--- src/rtl/can_apb_pkg.sv ---
package can_apb_pkg;
  localparam int DATA_W    = 32;
  localparam int NUM_WORDS = 11;

  // word indices (byte offset / 4)
  localparam int W_SETUP  = 0;
  localparam int W_STATUS = 1;
  localparam int W_FILTER = 2;
  localparam int W_TX0    = 3;
  localparam int W_TX1    = 4;
  localparam int W_TX2    = 5;
  localparam int W_RX0    = 6;
  localparam int W_RX1    = 7;
  localparam int W_RX2    = 8;
  localparam int W_ERRC   = 9;
  localparam int W_TRIG   = 10;

  // SETUP bit positions
  localparam int B_EN_TX     = 0;
  localparam int B_EN_RX     = 1;
  localparam int B_EN_OVR    = 2;
  localparam int B_EN_ERR    = 3;
  localparam int B_SYNC_RX   = 4;
  localparam int B_SYNC_TX   = 5;
  localparam int B_DISABLE   = 15;
  localparam int B_TXREQ     = 27;
  localparam int B_INTCLR    = 29;
  localparam int B_CORE_RST  = 30;
  localparam int B_RXCLR     = 31;

  localparam logic [DATA_W-1:0] SETUP_KEEP  = 32'h1FFF_FFFF;
  localparam logic [DATA_W-1:0] SETUP_RESET = 32'h0000_8000;

  typedef struct packed {
    logic sync_tx;
    logic sync_rx;
    logic overrun;
    logic rx_ok;
    logic tx_ok;
  } flags_t;

  // storage mask of the plain read/write words; 0 means not a plain word
  function automatic logic [DATA_W-1:0] rw_mask(int idx);
    case (idx)
      W_FILTER: return 32'h07FF_07FF;
      W_TX0:    return 32'h1FFF_FFFF;
      W_TX1:    return 32'hFFFF_FFFF;
      W_TX2:    return 32'hFFFF_FFFF;
      W_TRIG:   return 32'h0000_07FF;
      default:  return '0;
    endcase
  endfunction
endpackage

--- src/rtl/can_apb_decode.sv ---
module can_apb_decode
  import can_apb_pkg::*;
#(
  parameter int ADDR_W = 8
) (
  input  logic              psel,
  input  logic              penable,
  input  logic              pwrite,
  input  logic [ADDR_W-1:0] paddr,
  output logic [NUM_WORDS-1:0] wr_sel,
  output logic [NUM_WORDS-1:0] rd_sel
);
  localparam int IDX_W = ADDR_W - 2;

  logic             aligned;
  logic [IDX_W-1:0] idx;

  assign aligned = (paddr[1:0] == 2'b00);
  assign idx     = paddr[ADDR_W-1:2];

  for (genvar g = 0; g < NUM_WORDS; g++) begin : g_sel
    logic hit;
    assign hit       = aligned && (idx == IDX_W'(g));
    assign wr_sel[g] = hit && psel && penable && pwrite;
    assign rd_sel[g] = hit && psel && !pwrite;
  end
endmodule

--- src/rtl/can_apb_setup.sv ---
module can_apb_setup
  import can_apb_pkg::*;
(
  input  logic              clk,
  input  logic              rst,
  input  logic              wr,
  input  logic [DATA_W-1:0] wdata,
  input  logic              tx_done,
  output logic [DATA_W-1:0] setup_q,
  output logic              intclr_p,
  output logic              rxclr_p,
  output logic              txreq_p,
  output logic              core_rst
);
  logic rst_pulse_q;

  assign intclr_p = wr && wdata[B_INTCLR];
  assign rxclr_p  = wr && wdata[B_RXCLR];
  assign txreq_p  = wr && wdata[B_TXREQ];

  always_ff @(posedge clk) begin
    if (rst) begin
      setup_q     <= SETUP_RESET;
      rst_pulse_q <= 1'b0;
    end else begin
      rst_pulse_q <= wr && wdata[B_CORE_RST];
      if (wr)
        setup_q <= wdata & SETUP_KEEP;
      else if (tx_done)
        setup_q[B_TXREQ] <= 1'b0;
    end
  end

  assign core_rst = rst_pulse_q || setup_q[B_DISABLE];
endmodule

--- src/rtl/can_apb_status.sv ---
module can_apb_status
  import can_apb_pkg::*;
(
  input  logic   clk,
  input  logic   rst,
  input  logic   en_tx,
  input  logic   en_rx,
  input  logic   en_ovr,
  input  logic   en_err,
  input  logic   en_sync_rx,
  input  logic   en_sync_tx,
  input  logic   intclr_p,
  input  logic   rxclr_p,
  input  logic   txreq_p,
  input  logic   tx_done,
  input  logic   rx_done,
  input  logic   err_pass,
  input  logic   bus_off,
  input  logic   sync_rx,
  input  logic   sync_tx,
  output flags_t flags,
  output logic   irq
);
  logic ovr_evt, srx_set, stx_set, irq_src;

  assign ovr_evt = rx_done && flags.rx_ok;
  assign srx_set = sync_rx && en_sync_rx;
  assign stx_set = sync_tx && en_sync_tx;
  assign irq_src = (tx_done && en_tx) || (rx_done && en_rx) ||
                   (ovr_evt && en_ovr) || ((err_pass || bus_off) && en_err);

  always_ff @(posedge clk) begin
    if (rst) begin
      flags <= '0;
      irq   <= 1'b0;
    end else begin
      if (txreq_p)      flags.tx_ok <= 1'b0;
      else if (tx_done) flags.tx_ok <= 1'b1;

      if (rx_done)      flags.rx_ok <= 1'b1;
      else if (rxclr_p) flags.rx_ok <= 1'b0;

      if (rxclr_p)      flags.overrun <= 1'b0;
      else if (ovr_evt) flags.overrun <= 1'b1;

      if (srx_set)       flags.sync_rx <= 1'b1;
      else if (intclr_p) flags.sync_rx <= 1'b0;

      if (stx_set)       flags.sync_tx <= 1'b1;
      else if (intclr_p) flags.sync_tx <= 1'b0;

      if (irq_src)       irq <= 1'b1;
      else if (intclr_p) irq <= 1'b0;
    end
  end
endmodule

--- src/rtl/can_apb_regs.sv ---
module can_apb_regs
  import can_apb_pkg::*;
#(
  parameter int ADDR_W = 8,
  parameter int CNT_W  = 8,
  parameter int DLC_W  = 4
) (
  input  logic              clk,
  input  logic              rst,
  input  logic              psel,
  input  logic              penable,
  input  logic              pwrite,
  input  logic [ADDR_W-1:0] paddr,
  input  logic [31:0]       pwdata,
  output logic [31:0]       prdata,
  input  logic              core_tx_done,
  input  logic              core_rx_done,
  input  logic              core_err_pass,
  input  logic              core_bus_off,
  input  logic              core_sync_rx,
  input  logic              core_sync_tx,
  input  logic [31:0]       rx_arb,
  input  logic [31:0]       rx_data_lo,
  input  logic [31:0]       rx_data_hi,
  input  logic [DLC_W-1:0]  rx_dlc,
  input  logic              rx_ext,
  input  logic [CNT_W-1:0]  tx_err_cnt,
  input  logic [CNT_W-1:0]  rx_err_cnt,
  output logic [31:0]       cfg_setup,
  output logic [31:0]       cfg_filter,
  output logic [31:0]       tx_word0,
  output logic [31:0]       tx_word1,
  output logic [31:0]       tx_word2,
  output logic [31:0]       cfg_trig,
  output logic              irq,
  output logic              core_rst
);
  localparam int STAT_USED = 8 + DLC_W + 1;
  localparam int CNT_USED  = 2 * CNT_W;

  logic [NUM_WORDS-1:0] wr_sel, rd_sel;
  logic [DATA_W-1:0]    setup_q;
  logic                 intclr_p, rxclr_p, txreq_p;
  flags_t               flags;
  logic [DATA_W-1:0]    status_w;
  logic [DATA_W-1:0]    word_v [NUM_WORDS];
  logic [DATA_W-1:0]    rw_q   [NUM_WORDS];

  can_apb_decode #(.ADDR_W(ADDR_W)) i_decode (
    .psel(psel), .penable(penable), .pwrite(pwrite), .paddr(paddr),
    .wr_sel(wr_sel), .rd_sel(rd_sel)
  );

  can_apb_setup i_setup (
    .clk(clk), .rst(rst), .wr(wr_sel[W_SETUP]), .wdata(pwdata),
    .tx_done(core_tx_done), .setup_q(setup_q), .intclr_p(intclr_p),
    .rxclr_p(rxclr_p), .txreq_p(txreq_p), .core_rst(core_rst)
  );

  can_apb_status i_status (
    .clk(clk), .rst(rst),
    .en_tx(setup_q[B_EN_TX]), .en_rx(setup_q[B_EN_RX]),
    .en_ovr(setup_q[B_EN_OVR]), .en_err(setup_q[B_EN_ERR]),
    .en_sync_rx(setup_q[B_SYNC_RX]), .en_sync_tx(setup_q[B_SYNC_TX]),
    .intclr_p(intclr_p), .rxclr_p(rxclr_p), .txreq_p(txreq_p),
    .tx_done(core_tx_done), .rx_done(core_rx_done),
    .err_pass(core_err_pass), .bus_off(core_bus_off),
    .sync_rx(core_sync_rx), .sync_tx(core_sync_tx),
    .flags(flags), .irq(irq)
  );

  // plain read/write words
  for (genvar g = 0; g < NUM_WORDS; g++) begin : g_word
    if (rw_mask(g) != '0) begin : g_rw
      logic [DATA_W-1:0] q;
      always_ff @(posedge clk) begin
        if (rst)            q <= '0;
        else if (wr_sel[g]) q <= pwdata & rw_mask(g);
      end
      assign rw_q[g] = q;
    end else begin : g_none
      assign rw_q[g] = '0;
    end
  end

  assign status_w = {{(DATA_W-STAT_USED){1'b0}}, rx_ext, rx_dlc,
                     flags.sync_tx, flags.sync_rx, flags.overrun,
                     flags.rx_ok, flags.tx_ok, setup_q[B_TXREQ],
                     core_err_pass, core_bus_off};

  always_comb begin
    for (int i = 0; i < NUM_WORDS; i++) word_v[i] = rw_q[i];
    word_v[W_SETUP]  = setup_q;
    word_v[W_STATUS] = status_w;
    word_v[W_RX0]    = rx_arb;
    word_v[W_RX1]    = rx_data_lo;
    word_v[W_RX2]    = rx_data_hi;
    word_v[W_ERRC]   = {{(DATA_W-CNT_USED){1'b0}}, rx_err_cnt, tx_err_cnt};
  end

  always_comb begin
    prdata = '0;
    for (int i = 0; i < NUM_WORDS; i++)
      if (rd_sel[i]) prdata = prdata | word_v[i];
  end

  assign cfg_setup  = setup_q;
  assign cfg_filter = rw_q[W_FILTER];
  assign tx_word0   = rw_q[W_TX0];
  assign tx_word1   = rw_q[W_TX1];
  assign tx_word2   = rw_q[W_TX2];
  assign cfg_trig   = rw_q[W_TRIG];
endmodule

--- config.mk ---
export PLATFORM = sky130hd
export DESIGN_NAME = can_apb_regs
export DESIGN_NICKNAME = d
export VERILOG_FILES = /design/src/rtl/can_apb_pkg.sv /design/src/rtl/can_apb_decode.sv /design/src/rtl/can_apb_setup.sv /design/src/rtl/can_apb_status.sv /design/src/rtl/can_apb_regs.sv
export SDC_FILE = /design/constraint.sdc
export NUM_CORES = 1
export LEC_CHECK = 0
export BUFFER_PORTS_ARGS = -buffer_cell sky130_fd_sc_hd__buf_2
export CORE_AREA = 4 4 153 155
export CTS_BUF_LIST = sky130_fd_sc_hd__clkbuf_4 sky130_fd_sc_hd__clkbuf_8
export CTS_CLUSTER_SIZE = 24
export DETAILED_ROUTE_END_ITERATION = 7
export DIE_AREA = 0 0 157 159
export PLACE_DENSITY = 0.69
export REMOVE_ABC_BUFFERS = 1
export SLEW_MARGIN = 10
export SYNTH_ARGS = -nofsm -noshare
export SYNTH_HDL_FRONTEND = slang
export SYNTH_HIERARCHICAL = 1
export SYNTH_SLANG_ARGS = --single-unit
--- constraint.sdc ---
create_clock -name clk -period 7.3 [get_ports clk]
set_input_delay 1.46 -clock clk [delete_from_list [all_inputs] [get_ports clk]]
set_output_delay 1.46 -clock clk [all_outputs]
set_load 0.005 [all_outputs]
Yosys cells after proc, flatten, opt, wreduce, memory -nomap -nowiden
Index checks and enable logic that the tools add are counted.
{"block": "totals", "mem_bits_rw": 0, "reg_bits": 162, "mem_count": 0, "romBits": 0, "output_inout_bits": 226, "in_bits": 168, "elab_cells": 124, "latch_bits": 0}
{"block": "classes", "n_div": 0, "add_sub_neg": 0, "n_bitwise": 10, "magnitude_cmp": 0, "eq_ne": 10, "n_shift": 0, "mux": 19, "mul": 0, "n_reduce_logical": 71}
{"op": "32-bit two-way mux", "n": 10}
{"op": "32-bit bitwise OR", "n": 5}
{"op": "1-bit logical AND", "n": 56}
{"op": "32-bit by 11-bit bitwise OR with 32-bit output", "n": 1}
{"op": "32-bit by 13-bit bitwise OR with 32-bit output", "n": 1}
{"op": "32-bit by 16-bit bitwise OR with 32-bit output", "n": 1}
{"op": "32-bit by 27-bit bitwise OR with 32-bit output", "n": 1}
{"op": "32-bit by 29-bit bitwise OR with 32-bit output", "n": 1}
{"op": "29-bit two-way mux", "n": 1}
{"op": "6-bit by 3-bit == test with 1-bit output (second input constant)", "n": 4}
{"op": "6-bit by 4-bit == test with 1-bit output (second input constant)", "n": 3}
{"op": "6-bit by 2-bit == test with 1-bit output (second input constant)", "n": 2}
{"op": "2-bit nonzero test", "n": 5}
{"op": "1-bit two-way mux", "n": 8}
{"op": "6-bit by 1-bit == test with 1-bit output (second input constant)", "n": 1}
{"op": "6-bit logical NOT", "n": 1}
{"op": "1-bit logical OR", "n": 5}
{"op": "2-bit OR reduction", "n": 2}
{"op": "2-bit logical NOT", "n": 1}
{"op": "1-bit logical NOT", "n": 1}

Logic depth before layout (Yosys ltp)
{"block": "depth", "word_depth": 25, "depth_mapped": 8, "ltp_nobuf": 6}

Hierarchy
Netlist, hierarchy kept.
{"module": "can_apb_regs", "seq_area_each_um2": 2522.4, "area_each_um2": 6187.2, "cells_each": 638, "instances": 1}
{"module": "can_apb_setup", "seq_area_each_um2": 600.6, "area_each_um2": 1106.1, "cells_each": 106, "instances": 1}
{"module": "can_apb_decode", "seq_area_each_um2": 0.0, "area_each_um2": 267.8, "cells_each": 36, "instances": 1}
{"module": "can_apb_status", "seq_area_each_um2": 120.1, "area_each_um2": 224.0, "cells_each": 24, "instances": 1}

Worst setup path before layout
OpenSTA, ideal clock, no wires.
{"block": "synth_path", "path_kind": "input-to-output", "start": "input port paddr[1]", "end": "output port prdata[25]", "path_stages": 7, "path_buffers": 3, "setup_slack_ns": 2.655, "required_time_ns": 5.840, "t_arrival_ns": 3.185, "cell_sequence": "or3b_2 > buf_2 > nor3_1 > buf_4 > buf_4 > a22oi_1 > nand4_1"}
{"block": "synth_between", "elab_cells_between_ends": 55, "cone_classes": "11 x mux; 10 x bitwise; 34 x reduce/logical"}
{"item": "start, declared", "line_no": "can_apb_regs.sv:13", "text": "input logic [ADDR_W-1:0] paddr,"}
{"item": "2-bit logical NOT (*)", "line_no": "can_apb_decode.sv:18", "text": "assign aligned = (paddr[1:0] == 2'b00);"}
{"item": "1-bit logical AND (*)", "line_no": "can_apb_decode.sv:23", "text": "assign hit = aligned && (idx == IDX_W'(g));"}
{"item": "1-bit logical AND (*)"}
{"item": "1-bit logical AND (*)", "line_no": "can_apb_decode.sv:25", "text": "assign rd_sel[g] = hit && psel && !pwrite;"}
{"item": "net rd_sel[7]", "line_no": "can_apb_regs.sv:41", "text": "logic [NUM_WORDS-1:0] wr_sel, rd_sel;"}
{"item": "32-bit two-way mux (*)", "line_no": "can_apb_regs.sv:104", "text": "if (rd_sel[i]) prdata = prdata | word_v[i];"}
{"item": "32-bit bitwise OR", "line_no": "can_apb_regs.sv:104"}
{"item": "32-bit two-way mux (*)", "line_no": "can_apb_regs.sv:104"}
{"item": "32-bit by 16-bit bitwise OR with 32-bit output", "line_no": "can_apb_regs.sv:104"}
{"item": "32-bit two-way mux (*)", "line_no": "can_apb_regs.sv:104"}
{"item": "32-bit by 11-bit bitwise OR with 32-bit output", "line_no": "can_apb_regs.sv:104"}
{"item": "32-bit two-way mux (*)", "line_no": "can_apb_regs.sv:104"}
{"item": "end, declared", "line_no": "can_apb_regs.sv:15", "text": "output logic [31:0] prdata,"}
The timed path passes the listed nets; every way through them passes the cells marked *.

Worst setup path in the final report
{"block": "layout_path", "start": "input port paddr[2]", "end": "output port prdata[10]"}
{"block": "layout_between", "elab_cells_between_ends": 65, "cone_classes": "10 x eq/ne; 11 x mux; 10 x bitwise; 34 x reduce/logical"}
{"item": "6-bit by 3-bit == test with 1-bit output (*)", "line_no": "can_apb_decode.sv:23"}
{"item": "1-bit logical AND (*)", "line_no": "can_apb_decode.sv:23"}
{"item": "1-bit logical AND (*) (2 in a row)", "line_no": "can_apb_decode.sv:25"}
{"item": "net rd_sel[4]", "line_no": "can_apb_regs.sv:41"}
{"item": "32-bit two-way mux (*)", "line_no": "can_apb_regs.sv:104"}
{"item": "32-bit bitwise OR", "line_no": "can_apb_regs.sv:104"}
{"item": "32-bit two-way mux (*)", "line_no": "can_apb_regs.sv:104"}
{"item": "32-bit bitwise OR", "line_no": "can_apb_regs.sv:104"}
{"item": "32-bit two-way mux (*)", "line_no": "can_apb_regs.sv:104"}
{"item": "32-bit bitwise OR", "line_no": "can_apb_regs.sv:104"}
{"item": "32-bit two-way mux (*)", "line_no": "can_apb_regs.sv:104"}
{"item": "32-bit bitwise OR", "line_no": "can_apb_regs.sv:104"}
{"item": "32-bit two-way mux (*)", "line_no": "can_apb_regs.sv:104"}
{"item": "32-bit by 16-bit bitwise OR with 32-bit output", "line_no": "can_apb_regs.sv:104"}
{"item": "32-bit two-way mux (*)", "line_no": "can_apb_regs.sv:104"}
{"item": "32-bit by 11-bit bitwise OR with 32-bit output", "line_no": "can_apb_regs.sv:104"}
{"item": "32-bit two-way mux (*)", "line_no": "can_apb_regs.sv:104"}
Marked as above.

==> results.cfg <==
[detailed_routing]
drt_wl_total_um = 30900
first_pass_iters = 7
drc = 0
first_iter_violations = 752
final_antenna_net_count = 0
drt-wirelength-per-cell_um = 21.8
vias_per_cell = 5.47
vias = 7770

[timing]
setup_tns_ns = 0
fin_skew_ns = 0.0127
finalCritPeriodShare_pct = 74.3
setup_slack_ns = 1.88
drv_slew = 0
max_slew_margin_pct = 40.0
hold_viol = 0
timing.fmax_mhz = 184
setup_viol = 0
tightestPinTransition_ns = 0.900
finalCriticalPeriod_ns = 5.42
holdWs_ns = 0.503
rsz0062_at_grt = no

[pwr]
pwr_density_cell_nw_per_um2 = 166
power.leakage_nw = 4.40
ir_drop_uv = 121
power.share.clock_pct = 40.8
seqPwrFrac_pct = 53.5
power.net_switching_mw = 0.416
p_sw_share_pct = 25.1
comb_power_share_pct = 5.7
p_int_mw = 1.24

[cts]
clk_latency_ns = 0.44
cts_tree = done
htree_levels = 4
path_clk_slew_ns = 0.10
ctsResizeCount = 0
cts_buffer_depth = 2
cts_post_setup_buffers_inserted = 0
numCtsBuffers = 17
cts.sinks = 162
hold_buffers = 0
cts_root_buf = clkbuf_8

[global_routing]
track_usage_pct = 23.4
antenna_found_initial = 0
grt_max_degree = 85
overflow = 0
grt_pass1_vias = 7546
grt_pass1_wl_um = 45300

[floorplan]
start_util_pct = 35.5
die_w_um = 157
core_area_um2 = 21800
die_h_um = 159
rows = 54
dieArea_um2 = 25000
io_pins = 394

[cells_and_area]
drive_gt1_share_pct = 39.2
final_common_cell = buf_2
final_nets = 1295
layout_common_cells = buf_2, dfxtp_1, nor2_1, mux2i_1, a22oi_1
fill_cells = 2188
syn2layout_area_growth_pct = 29.1
finalNonFillerCells = 1420
antenna_cells = 0
utilization_pct = 45.9

[run_status]
run_status = finished clean

[critical_path]
critPathLaunchType = input port
end_kind = primary output
path_max_fanout = 21
worstSetupPathType = in2out
reg2reg_setup_slack_ns = 6.30
required_ns = 5.84
cp.arrival_ns = 3.96

[place]
gp_congestion = 0.850
dpl.hpwl_um = 21600
dp_cells = 1388
numPortBuffers = 356
dpl_worst_slack_ns = 1.92

[synthesis]
ys_warn_count = 6
avgSynthCellArea_um2 = 9.70
syn-cell-area_um2 = 7750
synth_cells = 799

[min_path]
worstHoldPathType = reg2reg

[run]
cap_violations = 0
worst max-delay path: stages:
cell and delay, ns:
buf_2 0.11, or4b_4 0.68, nor3_4 0.68, buf_4 0.46
a22oi_1 0.15, and3_1 0.22, nand2_1 0.06, buf_2 0.11
power groups by stage:
stage	logic (mW)	registers [mW]	clock network, mW
floorplan	0.0146	0.906	0
global placement	0.0917	0.906	0
detailed placement	0.0928	0.906	0
CTS	0.0931	0.886	0.697
global route	0.103	0.886	0.738
finish	0.0949	0.886	0.676
registers in the layout (all words and copies together), names as in the netlist:
register	count
i_setup/rst_pulse_q	1
cfg_filter	22
tx_word2	32
tx_word1	32
tx_word0	29
i_status/irq	1
i_setup/setup_q	29
i_status/flags	5
cfg_trig	11
final timing paths:
check / start / to / depth (start not counted)
hold reg to reg: i_status/flags[0] / i_status/flags[0] / 2
setup / recovery: paddr[2] / prdata[10] / 8
hold / removal: i_status/flags[0] / i_status/flags[0] / 2
setup reg to reg: i_setup/setup_q[27] / i_setup/setup_q[27] / 2
per-stage QoR:
stage	instance area (um^2)	power (mW)
3_3_place_gp	9610	0.998
5_1_grt	10000	1.73
3_5_place_dp	9610	0.999
6_report	10000	1.66
4_1_cts	10000	1.68
2_1_floorplan	7220	0.921
layout make-up:
class	instances	area, um^2	share of cell area [%]
Clock buffer	19	249	2.49
Clock inverter	13	149	1.49
Inverter	2	7.51	0.0750
Multi-Input combinational cell	566	4060	40.6
Sequential cell	162	3240	32.4
Tap cell	280	350	3.50
Timing Repair Buffer	378	1950	19.5
routing by layer:
metal / part of all wire, % / track usage [%]
met5: 0 / 0
met4: 2.4 / 8.24
met3: 9.6 / 5.60
met2: 48 / 38.4
met1: 40 / 30.0
Note: power is estimated with default switching activity, not from simulation.
